[src/rtl/pwrseq_pkg.sv]
package pwrseq_pkg;
  typedef enum logic [2:0] {
    ST_RUN    = 3'd0,
    ST_SLEEP  = 3'd1,
    ST_DS1    = 3'd2,
    ST_DS2    = 3'd3,
    ST_SETTLE = 3'd4
  } pwr_state_e;
endpackage

[src/rtl/pwrseq_sync.sv]
module pwrseq_sync #(
  parameter int          W       = 1,
  parameter logic [W-1:0] RST_VAL = '0
) (
  input  logic         clk,
  input  logic         rst_n,
  input  logic [W-1:0] d,
  output logic [W-1:0] q
);
  logic [W-1:0] meta;
  always_ff @(posedge clk or negedge rst_n) begin
    if (!rst_n) begin
      meta <= RST_VAL;
      q    <= RST_VAL;
    end else begin
      meta <= d;
      q    <= meta;
    end
  end
endmodule

[src/rtl/pwrseq_rst_stretch.sv]
module pwrseq_rst_stretch #(
  parameter int HOLD = 16
) (
  input  logic clk,
  input  logic rst_n,
  input  logic cause,
  output logic rst_out
);
  localparam int CW = $clog2(HOLD + 1);
  localparam logic [CW-1:0] HOLD_V = CW'(HOLD);
  logic [CW-1:0] cnt;
  always_ff @(posedge clk or negedge rst_n) begin
    if (!rst_n)           cnt <= HOLD_V;
    else if (cause)       cnt <= HOLD_V;
    else if (cnt != '0)   cnt <= cnt - 1'b1;
  end
  assign rst_out = cause | (cnt != '0);
endmodule

[src/rtl/pwrseq_mode_fsm.sv]
module pwrseq_mode_fsm
  import pwrseq_pkg::*;
#(
  parameter int SETTLE = 4
) (
  input  logic       clk,
  input  logic       rst_n,
  input  logic [1:0] mode_req,
  input  logic       mode_enter,
  input  logic       wake_any,
  input  logic       bod_wake,
  input  logic       por_ok,
  output pwr_state_e state,
  output logic       ldo_off,
  output logic       ldo_lcm,
  output logic       dmos_on
);
  localparam int SW = $clog2(SETTLE + 1);
  localparam logic [SW-1:0] LAST = SW'(SETTLE - 1);
  logic [SW-1:0] scnt;
  pwr_state_e    nxt;

  always_comb begin
    nxt = state;
    unique case (state)
      ST_RUN:
        if (mode_enter && mode_req != 2'd0) nxt = pwr_state_e'({1'b0, mode_req});
      ST_SLEEP, ST_DS1:
        if (wake_any) nxt = ST_RUN;
      ST_DS2:
        if (por_ok && (wake_any || bod_wake)) nxt = ST_SETTLE;
      ST_SETTLE:
        if (scnt == LAST) nxt = ST_RUN;
      default: nxt = ST_RUN;
    endcase
  end

  always_ff @(posedge clk or negedge rst_n) begin
    if (!rst_n) begin
      state <= ST_RUN;
      scnt  <= '0;
    end else begin
      state <= nxt;
      if (state == ST_SETTLE && nxt == ST_SETTLE) scnt <= scnt + 1'b1;
      else                                        scnt <= '0;
    end
  end

  assign ldo_off = (state == ST_DS2);
  assign ldo_lcm = (state == ST_DS1);
  assign dmos_on = (state == ST_DS2) || (state == ST_SETTLE);
endmodule

[src/rtl/pwrseq_irq_flags.sv]
module pwrseq_irq_flags #(
  parameter int N = 2
) (
  input  logic         clk,
  input  logic         rst_n,
  input  logic [N-1:0] set,
  input  logic [N-1:0] clr,
  input  logic [N-1:0] ie,
  output logic [N-1:0] irq
);
  logic [N-1:0] flag;
  for (genvar i = 0; i < N; i++) begin : g_flag
    always_ff @(posedge clk or negedge rst_n) begin
      if (!rst_n)      flag[i] <= 1'b0;
      else if (set[i]) flag[i] <= 1'b1;
      else if (clr[i]) flag[i] <= 1'b0;
    end
    assign irq[i] = flag[i] & ie[i];
  end
endmodule

[src/rtl/pwrseq_ctrl.sv]
module pwrseq_ctrl
  import pwrseq_pkg::*;
#(
  parameter int NWAKE    = 3,
  parameter int SETTLE   = 4,
  parameter int RST_HOLD = 16
) (
  input  logic             clk,
  input  logic             rst_n,
  input  logic [1:0]       mode_req,
  input  logic             mode_enter,
  input  logic [NWAKE-1:0] wake_src,
  input  logic             ext_rst_n,
  input  logic             vdd_above_por,
  input  logic             vdd_at_bod,
  input  logic             vdd_below_lvd,
  input  logic             bod_en,
  input  logic             bod_irq_sel,
  input  logic             bod_ie,
  input  logic             lvd_ie,
  input  logic             lvd_wake_en,
  input  logic             bod_flag_clr,
  input  logic             lvd_flag_clr,
  output logic             ldo_off,
  output logic             ldo_lcm,
  output logic             dmos_on,
  output logic             sys_rst,
  output logic             bod_irq,
  output logic             lvd_irq,
  output logic             lvd_wake,
  output logic [2:0]       pwr_state
);
  localparam int SW = NWAKE + 4;
  localparam logic [SW-1:0] SYNC_RST = SW'(4'b1000);

  logic [SW-1:0] async_in, sync_out;
  logic [NWAKE-1:0] wake_s;
  logic nrst_s, nrst_d, por_s, bod_s, lvd_s, nrst_fall, wake_any, bod_wake;
  pwr_state_e st;
  logic [1:0] irq_v;

  assign async_in = {wake_src, ext_rst_n, vdd_above_por, vdd_at_bod, vdd_below_lvd};

  pwrseq_sync #(.W(SW), .RST_VAL(SYNC_RST)) u_sync (
    .clk(clk), .rst_n(rst_n), .d(async_in), .q(sync_out)
  );
  assign {wake_s, nrst_s, por_s, bod_s, lvd_s} = sync_out;

  always_ff @(posedge clk or negedge rst_n) begin
    if (!rst_n) nrst_d <= 1'b1;
    else        nrst_d <= nrst_s;
  end
  assign nrst_fall = nrst_d & ~nrst_s;
  assign lvd_wake  = lvd_wake_en & lvd_s;
  assign wake_any  = (|wake_s) | lvd_wake | nrst_fall;
  assign bod_wake  = bod_en & ~bod_s;

  pwrseq_mode_fsm #(.SETTLE(SETTLE)) u_fsm (
    .clk(clk), .rst_n(rst_n), .mode_req(mode_req), .mode_enter(mode_enter),
    .wake_any(wake_any), .bod_wake(bod_wake), .por_ok(por_s), .state(st),
    .ldo_off(ldo_off), .ldo_lcm(ldo_lcm), .dmos_on(dmos_on)
  );
  assign pwr_state = st;

  pwrseq_rst_stretch #(.HOLD(RST_HOLD)) u_rst (
    .clk(clk), .rst_n(rst_n),
    .cause(~por_s | (bod_en & ~bod_irq_sel & bod_s)),
    .rst_out(sys_rst)
  );

  pwrseq_irq_flags #(.N(2)) u_flags (
    .clk(clk), .rst_n(rst_n),
    .set({lvd_s, bod_en & bod_irq_sel & bod_s}),
    .clr({lvd_flag_clr, bod_flag_clr}),
    .ie({lvd_ie, bod_ie}),
    .irq(irq_v)
  );
  assign {lvd_irq, bod_irq} = irq_v;
endmodule

[config.mk]
export PLATFORM = sky130hd
export DESIGN_NAME = pwrseq_ctrl
export DESIGN_NICKNAME = d
export VERILOG_FILES = /design/src/rtl/pwrseq_pkg.sv /design/src/rtl/pwrseq_sync.sv /design/src/rtl/pwrseq_rst_stretch.sv /design/src/rtl/pwrseq_mode_fsm.sv /design/src/rtl/pwrseq_irq_flags.sv /design/src/rtl/pwrseq_ctrl.sv
export SDC_FILE = /design/constraint.sdc
export NUM_CORES = 1
export LEC_CHECK = 0
export ABC_AREA = 1
export BUFFER_PORTS_ARGS = -buffer_cell sky130_fd_sc_hd__buf_2
export CAP_MARGIN = 10
export CORE_MARGIN = 4
export CORE_UTILIZATION = 40
export CTS_CLUSTER_DIAMETER = 150
export DETAILED_ROUTE_END_ITERATION = 10
export PLACE_DENSITY = 0.76
export SLEW_MARGIN = 20
export SYNTH_ARGS = -nofsm -noshare
export SYNTH_HDL_FRONTEND = slang
export SYNTH_SLANG_ARGS = --single-unit
[constraint.sdc]
create_clock -name clk -period 1.2 [get_ports clk]
set_clock_uncertainty 0.1 [all_clocks]
set_input_delay 0 -clock clk [delete_from_list [all_inputs] [get_ports clk]]
set_output_delay 0 -clock clk [all_outputs]
set_load 0.005 [all_outputs]
==> results.py <==
metrics = {
    "floorplanning": {
        "dieWidth_um": 62.1,
        "num_io_pins": 29,
        "initial_core_util_pct": 42.1,
        "core_um2": 2780,
        "fp.dieArea_um2": 3860,
        "die_height_um": 62.1,
        "rows": 19,
    },
    "power": {
        "p_per_area_nw_per_um2": 1410,
        "total_power_uw": 2450,
        "p_leak_uw": 0.000915,
        "vdd_ir_drop_max_mv": 1.15,
    },
    "synthesis": {
        "synth.most_common_cell": "dfrtp_1",
        "synth_top_cell_by_area": "dfrtp_1",
        "synthesis.instances": 115,
        "synth_simple_gate_area_share_pct": 22.0,
        "yosys-top-cells-area": "dfrtp_1 (51%), dfstp_2 (9.0%), inv_1 (7.1%)",
        "synth_commonest_cells": "dfrtp_1 (24), inv_1 (22), nand2_1 (19), nor2_1 (13), nand3_1 (6)",
        "ys.warnings.count": 0,
        "combinational_family_with_the_most_area_after_synthesis": "simple AND/OR/NAND/NOR gates",
        "synth.net_count": 138,
        "yosys-mux-area-fraction_pct": 0,
        "synth_enable_flop_cells": 0,
        "synth_area_per_cell_um2": 10.2,
        "synthFlopType": "dfrtp_1",
        "synthesis.area_um2": 1170,
        "synth-xor-area-share_pct": 0,
        "synth_seq_cells": 28,
        "synth-adder-area-share_pct": 4.27,
        "ys_async_sr_fraction_pct": 100,
        "seq_area_frac_synth_pct": 60.3,
        "synth_compound_gate_area_share_pct": 5.66,
        "fraction_of_post_synthesis_cell_area_in_the_top_cell_type_by_area_pct": 51.3,
        "yosysUniqueCellTypes": 24,
    },
    "sta": {
        "fin_crit_ns": 1.39,
        "finalHoldViolCount": 0,
        "post-route-period-util_pct": 116,
        "finalSetupViolCount": 12,
        "fin_tns_setup_ns": -0.835,
        "slew_headroom_pct": 61.1,
        "timing.final.max_slew_violations": 0,
        "post-route-worst-setup-slack_ns": -0.188,
        "rsz0062_at_grt": "yes",
        "max_slew.worst_pin.slew_ns": 0.583,
        "finalHoldWorstSlack_ns": 0.0197,
        "max_freq_ghz": 0.721,
    },
    "placed_design": {
        "detail_placement_hpwl_um": 1560,
        "placement.cell_area_um2": 1370,
        "post-place-cells": 176,
        "finalWeightedCongestion": 0.843,
        "io_buffer_count": 28,
    },
    "detailed_routing": {
        "detailroute.via_count": 967,
        "detail_route.wl_per_cell_um": 12.3,
        "post_drt_via_cell_ratio": 4.65,
        "drc_viols": 0,
        "drt_first_iter_violations": 24,
        "drtAntennaViolNets": 0,
        "firstDrtPassIters": 4,
        "routed_wl_um": 2550,
    },
    "clocking": {
        "htreeDepth": 1,
        "cts_tree": "yes",
        "skew_pair_late_insertion_delay_ns": 0.32,
        "cts_inserted_buffers": 3,
        "clkSlewWorstSetupHoldPaths_ns": 0.14,
        "cts.sink_count": 28,
        "ctsLongestPathBuffers": 2,
        "cts.root.buffer_cell": "clkbuf_4",
    },
    "worst_setup_path": {
        "cp.required_ns": 1.10,
        "rrSetupSlack_ns": -0.13,
        "crit-reg2reg-launch": "u_rst.cnt[0]$_DFFE_PN0P_",
        "critPathLaunch": "u_rst.cnt[0]$_DFFE_PN0P_",
        "timing.critical_path.to_type": "output pin",
        "worstSetupEndpoint": "sys_rst",
        "setup.worst_path.start_class": "flip-flop",
        "cp_max_fo": 3,
        "critical_path.reg2reg.endpoint": "u_rst.cnt[3]$_DFFE_PN0P_",
        "ws_path_type": "flip-flop to output pin",
        "worstPathArrival_ns": 1.29,
        "worst_reg_to_reg_cells": 8,
    },
    "grt": {
        "grtUsageTotal_pct": 13.4,
        "first_pass_grt_wire_length_um": 4200,
        "antenna_found_initial": 0,
        "grt.overflow.total": 0,
        "first_global_vias": 981,
        "pin_count_of_the_biggest_net_entering_global_routing": 29,
    },
    "outcome": {
        "violations": "negative setup slack",
        "outcome": "finished, violations left",
    },
    "cells_and_area": {
        "multiInputGateArea_um2": 420,
        "n_fill_cell": 233,
        "ff_latch_area_um2": 707,
        "fin_cells": 208,
        "layout.cell_area.non_filler_um2": 1730,
        "num_antenna_cells": 0,
        "post_route_cells_drive_above_1_share_pct": 42.4,
        "area_growth_syn_to_layout_pct": 48.0,
        "layout.nets": 201,
    },
    "flow_run": {
        "timing.max_cap.violations": 0,
    },
    "hold_path": {
        "min-delay-path-class": "primary input to flip-flop",
    },
}
[metal layers]
layer | GRT usage, % | up-vias | routed length, µm
li1 | - | 479 | -
met1 | 14.8 | 444 | 928
met2 | 23.3 | 32 | 1380
met3 | 3.60 | 12 | 123
met4 | 6.78 | 0 | 115
met5 | 0 | - | 0
[how the worst min path moves through the flow]
stage / from / endpoint / slack [ns] / cells after the start
after floorplan: rst_n / u_flags.flag[0]$_DFFE_PN0P_ / -0.40 / 0
after global placement: rst_n / u_sync.meta[4]$_DFF_PN0_ / -0.08 / 1
after detailed placement: rst_n / u_sync.meta[4]$_DFF_PN0_ / -0.06 / 1
after CTS: bod_en / u_rst.cnt[4]$_DFFE_PN1P_ / -0.0003 / 4
after global routing: bod_en / u_rst.cnt[4]$_DFFE_PN1P_ / 0.04 / 4
final: bod_en / u_rst.cnt[4]$_DFFE_PN1P_ / 0.02 / 4
[power breakdown]
group	internal (µW)	switching [µW]
combinational	362	357
clock	338	262
sequential	1050	78.8
[sequential cells by signal, indices dropped and copies added, names as in the netlist]
signal and cells:
u_flags.flag 2, u_sync.meta 7, u_sync.q 7, nrst_d 1
u_fsm.scnt 3, u_fsm.state 3, u_rst.cnt 5
[cell type report]
cell class,instances,area share (%)
Sequential cell,28,40.8
Multi-Input combinational cell,63,24.3
Timing Repair Buffer,58,24.2
Inverter,24,5.49
Tap cell,31,2.24
Clock inverter,1,1.73
Clock buffer,3,1.30
[stage by stage]
| step | setup WS, ns | util (%) |
|---|---|---|
| finish | -0.188 | 62.3 |
| global route | -0.255 | 62.3 |
| CTS | -0.198 | 60.8 |
| detailed placement | -0.0838 | 49.2 |
| global placement | -0.000185 | 49.2 |
| floorplan | 0.00401 | - |
[timing repair]
item / in CTS / in global routing
hold endpoints to repair: 41 / 0
hold buffers: 16 / 0
setup endpoints to repair: 13 / 16
pin swaps: 9 / 8
resized for setup: 16 / 5
setup buffers: 9 / 6
[critical path: stages, from the launching register on]
cell      delay, ns
dfrtp_1        0.42
inv_2          0.09
ha_4           0.15
nand3_4        0.09
clkinv_4       0.06
nand2_4        0.05
buf_6          0.12
[kinds of logic (layout without fill, tap and decap cells)]
kind of cell | after synthesis | in the layout
fa+ha+maj | 4 | 4
buf+inv | 24 | 86
flops | 28 | 28
compound gates | 10 | 10
simple gates | 49 | 49
[placed cells by master, fill, tap and decap left out, types with 3 or more instances in the layout]
master          n
nor2_1         11
a21oi_1         3
inv_1          17
nand2_1        17
nand3_1         6
buf_2          27
dfstp_2         4
dlygate4sd3_1  16
dfrtp_1        23
inv_2           6
buf_6           3
clkbuf_4        3
buf_4          12
Power figures use the tool's default switching activity.
